[config.mk]
export PLATFORM = sky130hd
export DESIGN_NAME = burst_mode_seq
export DESIGN_NICKNAME = d
export VERILOG_FILES = /design/src/rtl/burst_mode_pkg.sv /design/src/rtl/burst_mode_reg.sv /design/src/rtl/burst_col_gen.sv /design/src/rtl/burst_seq_ctrl.sv /design/src/rtl/burst_mode_seq.sv
export SDC_FILE = /design/constraint.sdc
export NUM_CORES = 1
export LEC_CHECK = 0
export BUFFER_PORTS_ARGS = -buffer_cell sky130_fd_sc_hd__clkbuf_2
export CORE_ASPECT_RATIO = 0.8
export CORE_UTILIZATION = 51
export DETAILED_ROUTE_END_ITERATION = 6
export GPL_TIMING_DRIVEN = 0
export PLACE_DENSITY = 0.78
export SLEW_MARGIN = 20
export SYNTH_ARGS = -nofsm -noshare
export SYNTH_HDL_FRONTEND = slang
export SYNTH_SLANG_ARGS = --single-unit
[constraint.sdc]
create_clock -name clk -period 2.5 [get_ports clk]
set_input_delay 0.125 -clock clk [delete_from_list [all_inputs] [get_ports clk]]
set_output_delay 0.125 -clock clk [all_outputs]
set_load 0.1 [all_outputs]
[src/rtl/burst_mode_pkg.sv]
package burst_mode_pkg;

    typedef enum logic [1:0] {
        CMD_NOP = 2'b00,
        CMD_LMR = 2'b01,
        CMD_RD  = 2'b10,
        CMD_WR  = 2'b11
    } cmd_e;

    typedef struct packed {
        logic [2:0] bl_code;
        logic       bt;
        logic [2:0] cl_code;
    } mode_t;

    localparam mode_t MODE_RST = '{bl_code: 3'b001, bt: 1'b0, cl_code: 3'b011};

    // Length codes 1..3 give 2, 4, 8; latency codes 2 and 3; operating field zero.
    function automatic logic fields_legal(input logic [2:0] bl, input logic [2:0] cl,
                                          input logic opm_zero);
        return (bl >= 3'd1) && (bl <= 3'd3) && (cl == 3'd2 || cl == 3'd3) && opm_zero;
    endfunction

endpackage

[src/rtl/burst_mode_reg.sv]
module burst_mode_reg
    import burst_mode_pkg::*;
#(
    parameter int ADDR_W = 13
) (
    input  logic              clk,
    input  logic              rst_n,
    input  logic              load_i,
    input  logic              block_i,
    input  logic [ADDR_W-1:0] addr_i,
    output mode_t             mode_o,
    output logic              err_o,
    output logic              reject_o
);

    localparam int OPM_LSB = 7;

    typedef struct packed {
        mode_t mode;
        logic  err;
        logic  reject;
    } mr_state_t;

    mr_state_t s_d, s_q;
    mode_t     cand;
    logic      opm_zero;

    always_comb begin
        cand.bl_code = addr_i[2:0];
        cand.bt      = addr_i[3];
        cand.cl_code = addr_i[6:4];
        opm_zero     = (addr_i[ADDR_W-1:OPM_LSB] == '0);

        s_d        = s_q;
        s_d.reject = 1'b0;
        if (load_i) begin
            if (block_i) begin
                s_d.reject = 1'b1;
            end else if (fields_legal(cand.bl_code, cand.cl_code, opm_zero)) begin
                s_d.mode = cand;
                s_d.err  = 1'b0;
            end else begin
                s_d.err = 1'b1;
            end
        end
    end

    always_ff @(posedge clk or negedge rst_n) begin
        if (!rst_n) begin
            s_q <= '{mode: MODE_RST, err: 1'b0, reject: 1'b0};
        end else begin
            s_q <= s_d;
        end
    end

    assign mode_o   = s_q.mode;
    assign err_o    = s_q.err;
    assign reject_o = s_q.reject;

endmodule

[src/rtl/burst_col_gen.sv]
module burst_col_gen #(
    parameter int COL_W = 10
) (
    input  logic [COL_W-1:0] start_i,
    input  logic [2:0]       idx_i,
    input  logic [2:0]       bl_code_i,
    input  logic             bt_i,
    output logic [COL_W-1:0] col_o
);

    logic [3:0] span;
    logic [2:0] mask;
    logic [2:0] low;

    always_comb begin
        span  = 4'd1 << bl_code_i[1:0];
        mask  = 3'(span - 4'd1);
        low   = bt_i ? (start_i[2:0] ^ idx_i) : (start_i[2:0] + idx_i);
        col_o = start_i;
        col_o[2:0] = (start_i[2:0] & ~mask) | (low & mask);
    end

endmodule

[src/rtl/burst_seq_ctrl.sv]
module burst_seq_ctrl
    import burst_mode_pkg::*;
#(
    parameter int COL_W = 10
) (
    input  logic             clk,
    input  logic             rst_n,
    input  logic             start_i,
    input  logic             is_read_i,
    input  logic [COL_W-1:0] col_i,
    input  mode_t            mode_i,
    output logic             active_o,
    output logic [2:0]       idx_o,
    output logic [COL_W-1:0] start_col_o,
    output logic [2:0]       bl_code_o,
    output logic             bt_o,
    output logic             beat_rd_o,
    output logic             data_valid_o,
    output logic             busy_o
);

    localparam int CNT_W  = 4;
    localparam int PIPE_D = 2;

    typedef struct packed {
        logic [CNT_W-1:0]  cnt;
        logic [2:0]        idx;
        logic [COL_W-1:0]  col;
        logic [2:0]        bl;
        logic              bt;
        logic              cl3;
        logic              rd;
        logic [PIPE_D-1:0] pipe;
    } seq_state_t;

    seq_state_t s_d, s_q;
    logic       beat_live;

    always_comb begin
        beat_live = (s_q.cnt != '0);
        s_d       = s_q;
        if (beat_live) begin
            s_d.cnt = s_q.cnt - 1'b1;
            s_d.idx = s_q.idx + 1'b1;
        end
        s_d.pipe[0] = beat_live && s_q.rd;
        s_d.pipe[1] = s_q.pipe[0] && s_q.cl3;
        if (start_i) begin
            s_d.cnt = CNT_W'(1) << mode_i.bl_code[1:0];
            s_d.idx = '0;
            s_d.col = col_i;
            s_d.bl  = mode_i.bl_code;
            s_d.bt  = mode_i.bt;
            s_d.cl3 = (mode_i.cl_code == 3'd3);
            s_d.rd  = is_read_i;
        end
    end

    always_ff @(posedge clk or negedge rst_n) begin
        if (!rst_n) begin
            s_q <= '0;
        end else begin
            s_q <= s_d;
        end
    end

    assign active_o     = beat_live;
    assign idx_o        = s_q.idx;
    assign start_col_o  = s_q.col;
    assign bl_code_o    = s_q.bl;
    assign bt_o         = s_q.bt;
    assign beat_rd_o    = beat_live && s_q.rd;
    assign data_valid_o = s_q.cl3 ? s_q.pipe[1] : s_q.pipe[0];
    assign busy_o       = beat_live || (s_q.pipe != '0);

endmodule

[src/rtl/burst_mode_seq.sv]
module burst_mode_seq
    import burst_mode_pkg::*;
#(
    parameter int ADDR_W = 13,
    parameter int BA_W   = 2,
    parameter int COL_W  = 10
) (
    input  logic              clk,
    input  logic              rst_n,
    input  logic [1:0]        cmd_i,
    input  logic [BA_W-1:0]   ba_i,
    input  logic [ADDR_W-1:0] addr_i,
    input  logic              banks_idle_i,
    output logic              col_valid_o,
    output logic [COL_W-1:0]  col_addr_o,
    output logic              col_is_read_o,
    output logic              data_valid_o,
    output logic              busy_o,
    output logic              lmr_reject_o,
    output logic              mode_err_o,
    output logic [2:0]        mode_bl_o,
    output logic              mode_bt_o,
    output logic [2:0]        mode_cl_o
);

    cmd_e             cmd;
    mode_t            mode;
    logic             load, block, start, is_read;
    logic [2:0]       idx, bl_code;
    logic             bt;
    logic [COL_W-1:0] start_col;

    always_comb begin
        cmd     = cmd_e'(cmd_i);
        load    = (cmd == CMD_LMR) && (ba_i == '0);
        block   = busy_o || !banks_idle_i;
        is_read = (cmd == CMD_RD);
        start   = (cmd == CMD_RD || cmd == CMD_WR) && !busy_o;
    end

    burst_mode_reg #(.ADDR_W(ADDR_W)) u_mode (
        .clk      (clk),
        .rst_n    (rst_n),
        .load_i   (load),
        .block_i  (block),
        .addr_i   (addr_i),
        .mode_o   (mode),
        .err_o    (mode_err_o),
        .reject_o (lmr_reject_o)
    );

    burst_seq_ctrl #(.COL_W(COL_W)) u_seq (
        .clk          (clk),
        .rst_n        (rst_n),
        .start_i      (start),
        .is_read_i    (is_read),
        .col_i        (addr_i[COL_W-1:0]),
        .mode_i       (mode),
        .active_o     (col_valid_o),
        .idx_o        (idx),
        .start_col_o  (start_col),
        .bl_code_o    (bl_code),
        .bt_o         (bt),
        .beat_rd_o    (col_is_read_o),
        .data_valid_o (data_valid_o),
        .busy_o       (busy_o)
    );

    burst_col_gen #(.COL_W(COL_W)) u_col (
        .start_i   (start_col),
        .idx_i     (idx),
        .bl_code_i (bl_code),
        .bt_i      (bt),
        .col_o     (col_addr_o)
    );

    assign mode_bl_o = mode.bl_code;
    assign mode_bt_o = mode.bt;
    assign mode_cl_o = mode.cl_code;

endmodule

== After elaboration in Yosys (flattened, before gate mapping) ==
Cells that the tools add are included.
Storage, ports and cells
  bits in registers: 34
  input port bits: 20
  output and inout port bits: 23
Operators by class
  $add $sub $neg: 4
  order comparisons: 2
  equal/unequal tests: 6
  shifts and indexed selects: 2
  muxes and demuxes: 7
  bitwise gates (word level): 6
  reduce and logical (&&, ||, !) cells: 20
Operators with widths (count)
  $mux 23: 1
  $eq 3x2->1 const B: 3
  $logic_and 1x1->1: 7
  $mux 7: 1
  $and 3x3->3: 2
  $logic_not 6->1: 1
  $eq 2x2->1 const B: 2
  $logic_or 1x1->1: 4
  $mux 1: 4
  $reduce_bool 2->1: 2
  $reduce_bool 4->1: 1
  $shl 1x2->4 const A: 1
  $sub 4x1->4 const B: 1
  $add 3x1->3 const B: 1
  $add 3x3->3: 1
  $ge 3x1->1 const B: 1
  $le 3x2->1 const B: 1
  $mux 3: 1
  $not 3->3: 1
  $or 3x3->3: 1
  $reduce_and 3->1: 1
  $shl 1x2->3 const A: 1
  $sub 3x1->3 const B: 1
  $xor 3x3->3: 1
  other kinds (5): 6

== Depth between registers and ports, before layout ==
Gate-level depths: netlist (run 1).
  word-level depth: 5
  mapped depth: 8

== Modules after synthesis ==
From an unflattened synthesis (run 1), not the netlist that was laid out.
Unflattened totals
  cells, all modules: 145
  area total of the unflattened synthesis: 1750.4 µm²
Modules (own cells, without submodules)
  burst_seq_ctrl: instances 1, cells an instance 95, area each 1183.6 µm², sequential area each 625.6 µm²
  burst_mode_reg: instances 1, cells an instance 23, area each 361.6 µm², sequential area each 229.0 µm²
  burst_col_gen: instances 1, cells an instance 23, area each 171.4 µm², sequential area each 0.0 µm²
  burst_mode_seq: instances 1, cells an instance 4, area each 33.8 µm², sequential area each 0.0 µm²

== Least setup slack after synthesis (run 1) ==
No wires, ideal clock.
  path kind: register to output
  start: register u_seq.s_q, in the netlist u_seq.idx_o[0]
  end: output port col_addr_o[2]
  data arrival time: 2808 ps
  data required time: 2375 ps
  path slack: -433 ps
  stages on the path, launching flop included: 7
  buffers on the path: 0
  cells stage by stage: dfrtp_1 -> ha_1 -> fa_1 -> nand2b_1 -> xnor2_1 -> nand3_1 -> xnor2_1
Between the ends
  cells in the longest elaborated chain, start to end: 4
RTL lines
  start, declared: RTL line burst_seq_ctrl.sv:36  | seq_state_t s_d, s_q;
  start signal, assigned: RTL line burst_seq_ctrl.sv:61  | s_q <= '0;
  start signal, assigned: RTL line burst_seq_ctrl.sv:63  | s_q <= s_d;
  $add 3x3->3: RTL line burst_col_gen.sv:18  | low = bt_i ? (start_i[2:0] ^ idx_i) : (start_i[2:0] + idx_i);
  $mux 3: RTL line burst_col_gen.sv:18
  $and 3x3->3: RTL line burst_col_gen.sv:20  | col_o[2:0] = (start_i[2:0] & ~mask) | (low & mask);
  $or 3x3->3: RTL line burst_col_gen.sv:20
  end, declared: RTL line burst_mode_seq.sv:15  | output logic [COL_W-1:0] col_addr_o,
Every way passes these cells.

== Worst setup path after layout (run 1) ==
Same ends and word-level chain as after synthesis.

==> run_results.csv, run 1 <==
group,metric,value,unit
outcome,status,"finished clean",
routing,drt_pass1_iterations,4,
synth,ys.flop_type,"dfrtp_1",
setup_path,reg2reg_slack,0.31,ns
setup_path,worst_setup_path_end_kind,"output pin",
timing,slew_violations,0,
worst_hold_path,min_path_type,"in -> reg",
grt,grt_pass1_wl,4900,um
synth,yosysSeqAreaShare,53.2,%
place,port_buffers,42,
timing,fin_crit,2.38,ns
setup_path,crit_fanout,4,
floorplanning,die_w,63.8,um
final_layout,seq_area,830,um^2
cts,h-tree-depth,2,
cts,clk_latency,0.28,ns
cts,numCtsBuffers,5,
synth,synth.ff_latch_count,33,
synth,ys_async_sr_fraction,100,%
grt,grt_pass1_vias,1021,
setup_path,max_stage_delay,0.43,ns
routing,wl_per_cell,13.2,um
timing,setup_viol,0,
floorplanning,pin_count,43,
routing,drtIter0Drc,46,
setup_path,cp_top_family,"adder cells",
setup_path,worstReg2RegStart,"u_seq.s_q[21]",
setup_path,critPathArrivalTime,2.26,ns
cts,cts-root-buf,"clkbuf_8",
setup_path,criticalPathCategory,"reg -> out",
timing,max_slew_margin,48.6,%
final_layout,n_fill_cell,232,
timing,fin_skew,0.00586,ns
place,dpl.hpwl,2250,um
floorplanning,core-area,2830,um^2
grt,antenna_found_initial,0,
routing,drcViolationCount,0,
timing,tightest_slew,0.771,ns
routing,drtAntennaViolNets,0,
synth,syn_inst,137,
cts,clk_pin_slew,0.07,ns
setup_path,critPathLaunch,"u_seq.idx_o[0]",
timing,layout_setup_ws,0.120,ns
timing,setup_tns,0,ns
synth,syn_area,1560,um^2
cts,cts_tree,"built",
final_layout,final_util,68.6,%
timing,finalCritPeriodShare,95.2,%
floorplanning,initial_core_util,55.1,%
floorplanning,dieArea,3280,um^2
final_layout,fin_nets,213,
synth,synth_edf_count,0,
final_layout,area_growth,24.4,%
worst_hold_path,min_from,"banks_idle_i",
routing,wl,2980,um
grt,track_usage,20.9,%
place,place_ws,0.309,ns
routing,vias,1150,
setup_path,worst_path_max_delay_cell,"buf_2",
timing,rsz0062_at_grt,"no",
setup_path,crit_required,2.38,ns
setup_path,worstPathCellList,"ha_1 -> fa_1 -> nand2b_1 -> xnor2_1 -> nand3_1 -> xnor2_2 -> buf_2",
floorplanning,rows,17,
synth,synth_fp_nets,163,
setup_path,setup.worst_path.start_class,"flip-flop",
final_layout,multi_input_area,651,um^2
floorplanning,fp.dieH,51.5,um
cts,cts_buffer_depth,2,
synth,yosysUniqueCellTypes,38,
synth,ys_warn_count,0,
cts,cts.sinks,33,
final_layout,diodes,0,
grt,grt_max_degree,34,
routing,post_drt_via_cell_ratio,5.09,
synth,post_synth.cell_area_avg,11.4,um^2
place,gp_congestion,0.775,
final_layout,drive_gt1_share,41.5,%
setup_path,cp_num_buf_inv,1,
flow_run,max_cap_violations,0,
timing,hold_viol_final,0,
grt,grt_overflow,0,
timing,fmax,0.420,GHz
[registers in the layout (all words and copies together), names as in the netlist]
name	flops
u_seq.start_col_o	10
u_seq.bt_o	1
u_seq.s_q	8
u_seq.bl_code_o	2
u_seq.idx_o	3
u_mode.reject_o	1
u_mode.err_o	1
u_mode.mode_o	7
[cells by family after synthesis]
group | after synthesis | synth area share [%]
buffers and inverters | 15 | 5.78
adders and majority gates | 6 | 5.30
and+or+nand+nor | 51 | 17.1
muxes | 15 | 10.8
AOI/OAI and AO/OA | 13 | 5.62
DFF | 33 | 53.2
xor gates and xnor gates | 4 | 2.25
[metrics by stage]
step	cell area, um^2	hold slack, ns	std cells
after floorplan	1570	-0.171	137
after global placement	1830	0.239	217
after detailed placement	1830	0.239	217
after CTS	1940	0.0453	226
after global routing	1940	0.0574	226
final	1940	0.0490	226
[cell usage in the layout, fill, tap and decap left out, drive strengths merged, types with 2 or more instances in the layout]
master / synthesis / layout
clkbuf: 2 / 50
and3: 2 / 2
nand3: 4 / 4
ha: 5 / 5
nand2: 24 / 24
o21ai: 4 / 4
nand2b: 2 / 2
nor3: 3 / 3
dfrtp: 30 / 30
buf: 9 / 10
nor2b: 3 / 3
mux2: 14 / 14
inv: 4 / 4
and2: 2 / 2
xnor2: 3 / 3
nor2: 5 / 5
o31ai: 2 / 2
dfstp: 3 / 3
[area by class of cell]
cell class | count | share of cell area, %
timing repair buffer | 43 | 11.4
multi-input combinational | 89 | 33.5
buffer | 11 | 3.74
inverter | 4 | 0.903
clock buffer | 7 | 4.97
sequential | 33 | 42.8
tap | 38 | 2.45
clock inverter | 1 | 0.258
[path summary, 6_finish.rpt]
check | endpoint | cells past startpoint
min in group asynchronous | u_seq.start_col_o[2] | 2
max | col_addr_o[2] | 7
min reg2reg | u_seq.s_q[2] | 2
min | u_mode.reject_o | 2
max in group asynchronous | u_seq.s_q[21] | 2
max reg2reg | u_mode.mode_o[3] | 8
[synthesized netlist by cell type (3+ instances only)]
library cell	number	share of area, %
xnor2_1	3	1.7
mux2_2	10	7.2
mux2_1	4	2.9
nor2_1	5	1.2
inv_1	3	0.72
nand3_1	4	1.3
o21ai_0	4	1.3
ha_1	5	4.0
dfrtp_1	30	48
nand2_1	24	5.8
nor2b_1	3	1.2
dfstp_2	3	5.1
buf_4	8	3.9
[metal layers]
metal / global-route usage (%) / vias to the layer above / wire length [um]
met4: 7.95 / 0 / 35
met1: 25.7 / 556 / 1360
met5: 0 / - / 0
met3: 7.37 / 6 / 127
met2: 33.9 / 29 / 1460
li1: - / 559 / -
[repair_timing]
item | 4_1_cts | 5_1_grt
buffers inserted | 0 | 0
setup endpoints to repair | 0 | 1
gates resized for setup | 0 | 1
endpoints found under the hold margin | 30 | 0
hold buffers | 1 | 0
Power of run 1 is left out: the tool's default activity adds up to more than one toggle a clock period on the data nets, which glitch-free logic cannot reach.
==> run 2: changes to the inputs <==
--- a/config.mk
+++ b/config.mk
@@ -5,12 +5,12 @@
 export SDC_FILE = /design/constraint.sdc
 export NUM_CORES = 1
 export LEC_CHECK = 0
-export BUFFER_PORTS_ARGS = -buffer_cell sky130_fd_sc_hd__clkbuf_2
 export CORE_ASPECT_RATIO = 0.8
-export CORE_UTILIZATION = 51
+export CORE_UTILIZATION = 60
 export DETAILED_ROUTE_END_ITERATION = 6
+export DONT_BUFFER_PORTS = 1
 export GPL_TIMING_DRIVEN = 0
-export PLACE_DENSITY = 0.78
+export PLACE_DENSITY_LB_ADDON = 0.15
 export SLEW_MARGIN = 20
 export SYNTH_ARGS = -nofsm -noshare
 export SYNTH_HDL_FRONTEND = slang
==> run 2 against run 1 <==
Net effect:
- sequential cell count unchanged
- first-iteration DRC count decreased by 57%
- routed wire length increased by 2.8%
- worst setup slack got worse by 0.045 ns
- sequential share of layout area increased by 1.1 points
- critical path depth decreased by 1
- hold slack improved by 0.028 ns
==> run_results.csv, run 2 (synthesis gave the netlist of run 1 again) <==
group,metric,value,unit
outcome,status,"finished clean",
final_layout,largest_reg_flops,10,
grt,grt_overflow,0,
setup_path,worst_setup_path_end_kind,"output pin",
timing,max_slew_margin,32.5,%
cts,cts.sinks,33,
final_layout,area_growth,21.3,%
setup_path,reg2reg_slack,0.20,ns
routing,routed.top_layer,"met4",
floorplanning,pin_count,43,
grt,grt_max_degree,34,
routing,post_drt_via_cell_ratio,5.30,
routing,drcViolationCount,0,
cts,h-tree-depth,2,
place,port_buffers,0,
timing,hold_viol_final,0,
timing,fin_skew,0.00849,ns
grt,antenna_found_initial,0,
setup_path,criticalPathCategory,"reg -> out",
timing,fmax,0.412,GHz
setup_path,setup.worst_path.start_class,"flip-flop",
final_layout,final_cell_mix,"dfrtp_1 (30), nand2_1 (24), dlygate4sd3_1 (14), buf_4 (12), mux2_2 (10)",
cts,clk_latency,0.34,ns
floorplanning,die_w,59.0,um
timing,layout_setup_ws,0.0745,ns
cts,cts_tree,"built",
setup_path,reg2reg_depth,7,
floorplanning,initial_core_util,63.3,%
flow_run,max_cap_violations,0,
floorplanning,dieArea,2810,um^2
cts,numCtsBuffers,5,
final_layout,diodes,0,
worst_hold_path,hold_depth,3,
floorplanning,fp.dieH,47.6,um
routing,wl_met3,177,um
cts,clk_pin_slew,0.10,ns
cts,cts_buffer_depth,2,
place,dpl.hpwl,2010,um
place,place_ws,0.113,ns
final_layout,layout_commonest_cell,"dfrtp_1",
setup_path,worstReg2RegEnd,"u_mode.reject_o",
timing,slew_violations,0,
worst_hold_path,min_to,"u_mode.err_o",
setup_path,critPathArrivalTime,2.30,ns
place,gp_congestion,0.732,
routing,wl_met2,1420,um
routing,drt_pass1_iterations,6,
routing,wl,3070,um
timing,setup_viol,0,
cts,cts-root-buf,"clkbuf_4",
grt,grt_pass1_wl,4500,um
setup_path,crit_required,2.38,ns
setup_path,crit_fanout,8,
timing,finalCritPeriodShare,97.0,%
final_layout,drive_gt1_share,26.8,%
routing,wl_per_cell,15.3,um
worst_hold_path,min_from,"ba_i[0]",
routing,vias,1059,
worst_hold_path,min_path_type,"in -> reg",
final_layout,fin_nets,189,
routing,drtAntennaViolNets,0,
timing,fin_crit,2.43,ns
setup_path,worstReg2RegStart,"u_seq.s_q[21]",
floorplanning,rows,16,
grt,grt_pass1_vias,945,
grt,track_usage,23.7,%
routing,wl_met1,1420,um
floorplanning,core-area,2460,um^2
timing,tightest_slew,1.01,ns
routing,drtIter0Drc,20,
## run 2: changes by cell type in the layout (fill, tap and decap cells not counted), moves of 4 or more
cell,delta
buf_4,+4
clkbuf_2,-41
clkbuf_4,+5
clkbuf_8,-7
dlygate4sd3_1,+13
## run 2: critical path: stages, from the launching register on
cell and delay [ns]:
dfrtp_1 0.40, inv_1 0.10, ha_1 0.18, nor3b_4 0.34
inv_6 0.18, nor3_4 0.26, clkinvlp_4 0.49
## run 2: routing by layer
metal | global-route usage, % | vias to the layer above
li1 | - | 510
met1 | 31.7 | 516
met2 | 36.1 | 29
met3 | 6.22 | 4
met4 | 12.9 | 0
met5 | 0 | -
## run 2: worst max path at each step
| stage | start | to | slack, ns | depth (start not counted) |
|---|---|---|---|---|
| 2_1_floorplan | u_seq.idx_o[0] | col_addr_o[2] | 0.19 | 6 |
| 3_3_place_gp | u_seq.idx_o[0] | col_addr_o[2] | 0.13 | 6 |
| 3_5_place_dp | u_seq.s_q[21] | u_mode.mode_o[5] | 0.11 | 8 |
| 4_1_cts | u_seq.s_q[21] | col_is_read_o | 0.01 | 5 |
| 5_1_grt | u_seq.s_q[21] | busy_o | -0.03 | 6 |
| 6_report | u_seq.s_q[21] | busy_o | 0.07 | 6 |
## run 2: layout make-up
type                       instances  area (um^2)
buffer                            11         72.6
clock buffer                       6         41.3
clock inverter                     2         10.0
fill                             180          572
inverter                           4         23.8
multi-input combinational         89          678
sequential                        33          830
tap                               36         45.0
timing repair buffer              19          190
## run 2: what timing repair did
item                                    CTS  global route
endpoints found under the hold margin    50             0
pin swaps                                 1             2
cloned                                    0             0
setup buffers                             1             3
resized for setup                         2             4
hold buffers                             15             0
endpoints found under the setup margin    2             5
## run 2: stage by stage
stage / setup TNS [ns] / utilization [%] / hold WS, ns / std cells / area (um^2)
6_report: 0 / 76.8 / 0.0771 / 200 / 1890
5_1_grt: -0.0327 / 76.8 / 0.102 / 200 / 1890
4_1_cts: 0 / 75.5 / 0.0731 / 197 / 1860
3_5_place_dp: 0 / 66.1 / -0.170 / 173 / 1630
3_3_place_gp: 0 / 65.6 / -0.170 / 173 / 1620
2_1_floorplan: 0 / - / -0.171 / 137 / 1570
Power of run 2 is left out for the same reason.
==> run 3: changes to the inputs <==
--- a/config.mk
+++ b/config.mk
@@ -6,6 +6,7 @@
 export NUM_CORES = 1
 export LEC_CHECK = 0
 export CORE_ASPECT_RATIO = 0.8
+export CORE_MARGIN = 4
 export CORE_UTILIZATION = 60
 export DETAILED_ROUTE_END_ITERATION = 6
 export DONT_BUFFER_PORTS = 1
==> run 3 against run 2 <==
Net effect:
- hold slack better by 0.0061 ns
- routed wire length up 5.0%
- cell count fell by 0.50%
- global-route usage decreased by 1.4 points
- maximum frequency increased by 1.9%
- sequential share of layout area fell by 0.46 points
- first-iteration DRC count grew 55%
- clock-buffer cell count increased by 1
- sequential cell count unchanged
- final area up 1.1%
==> run_results.csv, run 3 (synthesis gave the netlist of run 1 again) <==
group,metric,value,unit
outcome,status,"finished clean",
grt,grt_max_degree,34,
place,gp_congestion,0.713,
grt,grt_pass1_wl,5630,um
routing,drtAntennaViolNets,0,
setup_path,max_stage_delay,0.47,ns
final_layout,area_growth,22.6,%
cts,clk_latency,0.33,ns
setup_path,crit_required,2.38,ns
setup_path,worstPathCellList,"inv_1 -> ha_1 -> nor3b_4 -> inv_6 -> nor3_4 -> clkinvlp_4",
routing,drtIter0Drc,31,
place,place_ws,0.136,ns
floorplanning,dieArea,3480,um^2
timing,fmax,0.420,GHz
setup_path,reg2reg_depth,8,
timing,slew_violations,0,
place,dpl.hpwl,2120,um
timing,tightest_slew,1.01,ns
grt,track_usage,22.3,%
timing,fin_skew,0.00601,ns
setup_path,crit_path_end,"busy_o",
routing,drt_pass1_iterations,4,
cts,cts.sinks,33,
setup_path,criticalPathCategory,"reg -> out",
routing,vias,1066,
final_layout,layout_commonest_cell,"dfrtp_1",
timing,fin_crit,2.38,ns
routing,wl,3220,um
place,port_buffers,0,
grt,grt_pass1_vias,1117,
cts,numCtsBuffers,5,
setup_path,worst_path_max_delay_cell,"clkinvlp_4",
timing,layout_setup_ws,0.120,ns
routing,wl_per_cell,16.2,um
final_layout,drive_gt1_share,27.6,%
floorplanning,die_w,65.0,um
routing,post_drt_via_cell_ratio,5.36,
grt,grt_overflow,0,
floorplanning,pin_count,43,
floorplanning,initial_core_util,63.3,%
routing,drcViolationCount,0,
setup_path,critPathArrivalTime,2.25,ns
final_layout,largest_reg_flops,10,
flow_run,max_cap_violations,0,
timing,finalCritPeriodShare,95.2,%
setup_path,reg2reg_slack,0.21,ns
grt,antenna_found_initial,0,
worst_hold_path,min_path_type,"in -> reg",
timing,rsz0062_at_grt,"yes",
timing,hold_viol_final,0,
setup_path,crit_fanout,8,
floorplanning,rows,16,
timing,hold_slack,0.0832,ns
cts,cts_buffer_depth,2,
final_layout,final_cell_mix,"dfrtp_1 (30), nand2_1 (24), dlygate4sd3_1 (14), buf_4 (11), mux2_2 (10)",
setup_path,worst_setup_path_end_kind,"output pin",
final_layout,fin_nets,188,
setup_path,worstReg2RegEnd,"u_mode.mode_o[5]",
timing,setup_viol,0,
setup_path,setup.worst_path.start_class,"flip-flop",
cts,cts_tree,"built",
final_layout,final_util,77.6,%
setup_path,critPathLaunch,"u_seq.s_q[21]",
cts,cts-root-buf,"clkbuf_4",
cts,clk_pin_slew,0.10,ns
floorplanning,fp.dieH,53.6,um
timing,max_slew_margin,32.6,%
floorplanning,core-area,2460,um^2
cts,h-tree-depth,2,
setup_path,worstReg2RegStart,"u_seq.s_q[21]",
final_layout,diodes,0,
run 3: cell count changes in the layout (fill, tap and decap cells not counted), sizes merged:
cell    delta
buf        -1
clkbuf     +1
clkinv     -1
run 3: area by class of cell:
class                      instances  area, um^2
sequential                        33         830
fill                             169         552
multi-input combinational         89         687
tap                               36        45.0
inverter                           4        23.8
clock inverter                     1        5.00
buffer                            11        72.6
timing repair buffer              18         183
clock buffer                       7        65.1
run 3: worst min path at each step:
| stage | startpoint | end | slack, ns | cells past startpoint |
|---|---|---|---|---|
| 3_3_place_gp | rst_n | u_seq.start_col_o[6] | -0.17 | 0 |
| 2_1_floorplan | rst_n | u_mode.err_o | -0.17 | 0 |
| 3_5_place_dp | rst_n | u_seq.start_col_o[5] | -0.17 | 0 |
| 4_1_cts | ba_i[0] | u_mode.err_o | 0.06 | 3 |
| 5_1_grt | ba_i[0] | u_mode.err_o | 0.08 | 3 |
| 6_report | ba_i[0] | u_mode.err_o | 0.08 | 3 |
run 3: critical path: cells and delay by family (launching register included):
family,cells,cell delay [ns]
adder cells (fa/ha/maj),1,0.17
buffers and inverters,3,0.75
flip-flops,1,0.39
AND/OR/NAND/NOR,2,0.59
run 3: through the flow:
stage                     std cells  TNS, ns  area, um^2
final                           199        0        1910
after global routing            199   -0.134        1910
after CTS                       197        0        1880
after detailed placement        173        0        1630
after global placement          173        0        1620
after floorplan                 137        0        1570
run 3: what timing repair did:
item,CTS,global route
resized for setup,2,5
endpoints found under the setup margin,2,8
gates cloned,0,0
hold buffers,15,0
buffers inserted,1,2
endpoints found under the hold margin,50,0
pin swaps,1,4
run 3: layer usage:
metal	part of all wire, %	up-vias	wire (um)	GRT usage, %
met5	0	-	0	0
li1	-	510	-	-
met2	49	34	1590	36.5
met1	43	520	1370	27.5
met4	0.53	0	17	6.67
met3	7.5	2	240	9.19
Power of run 3 is left out for the same reason.
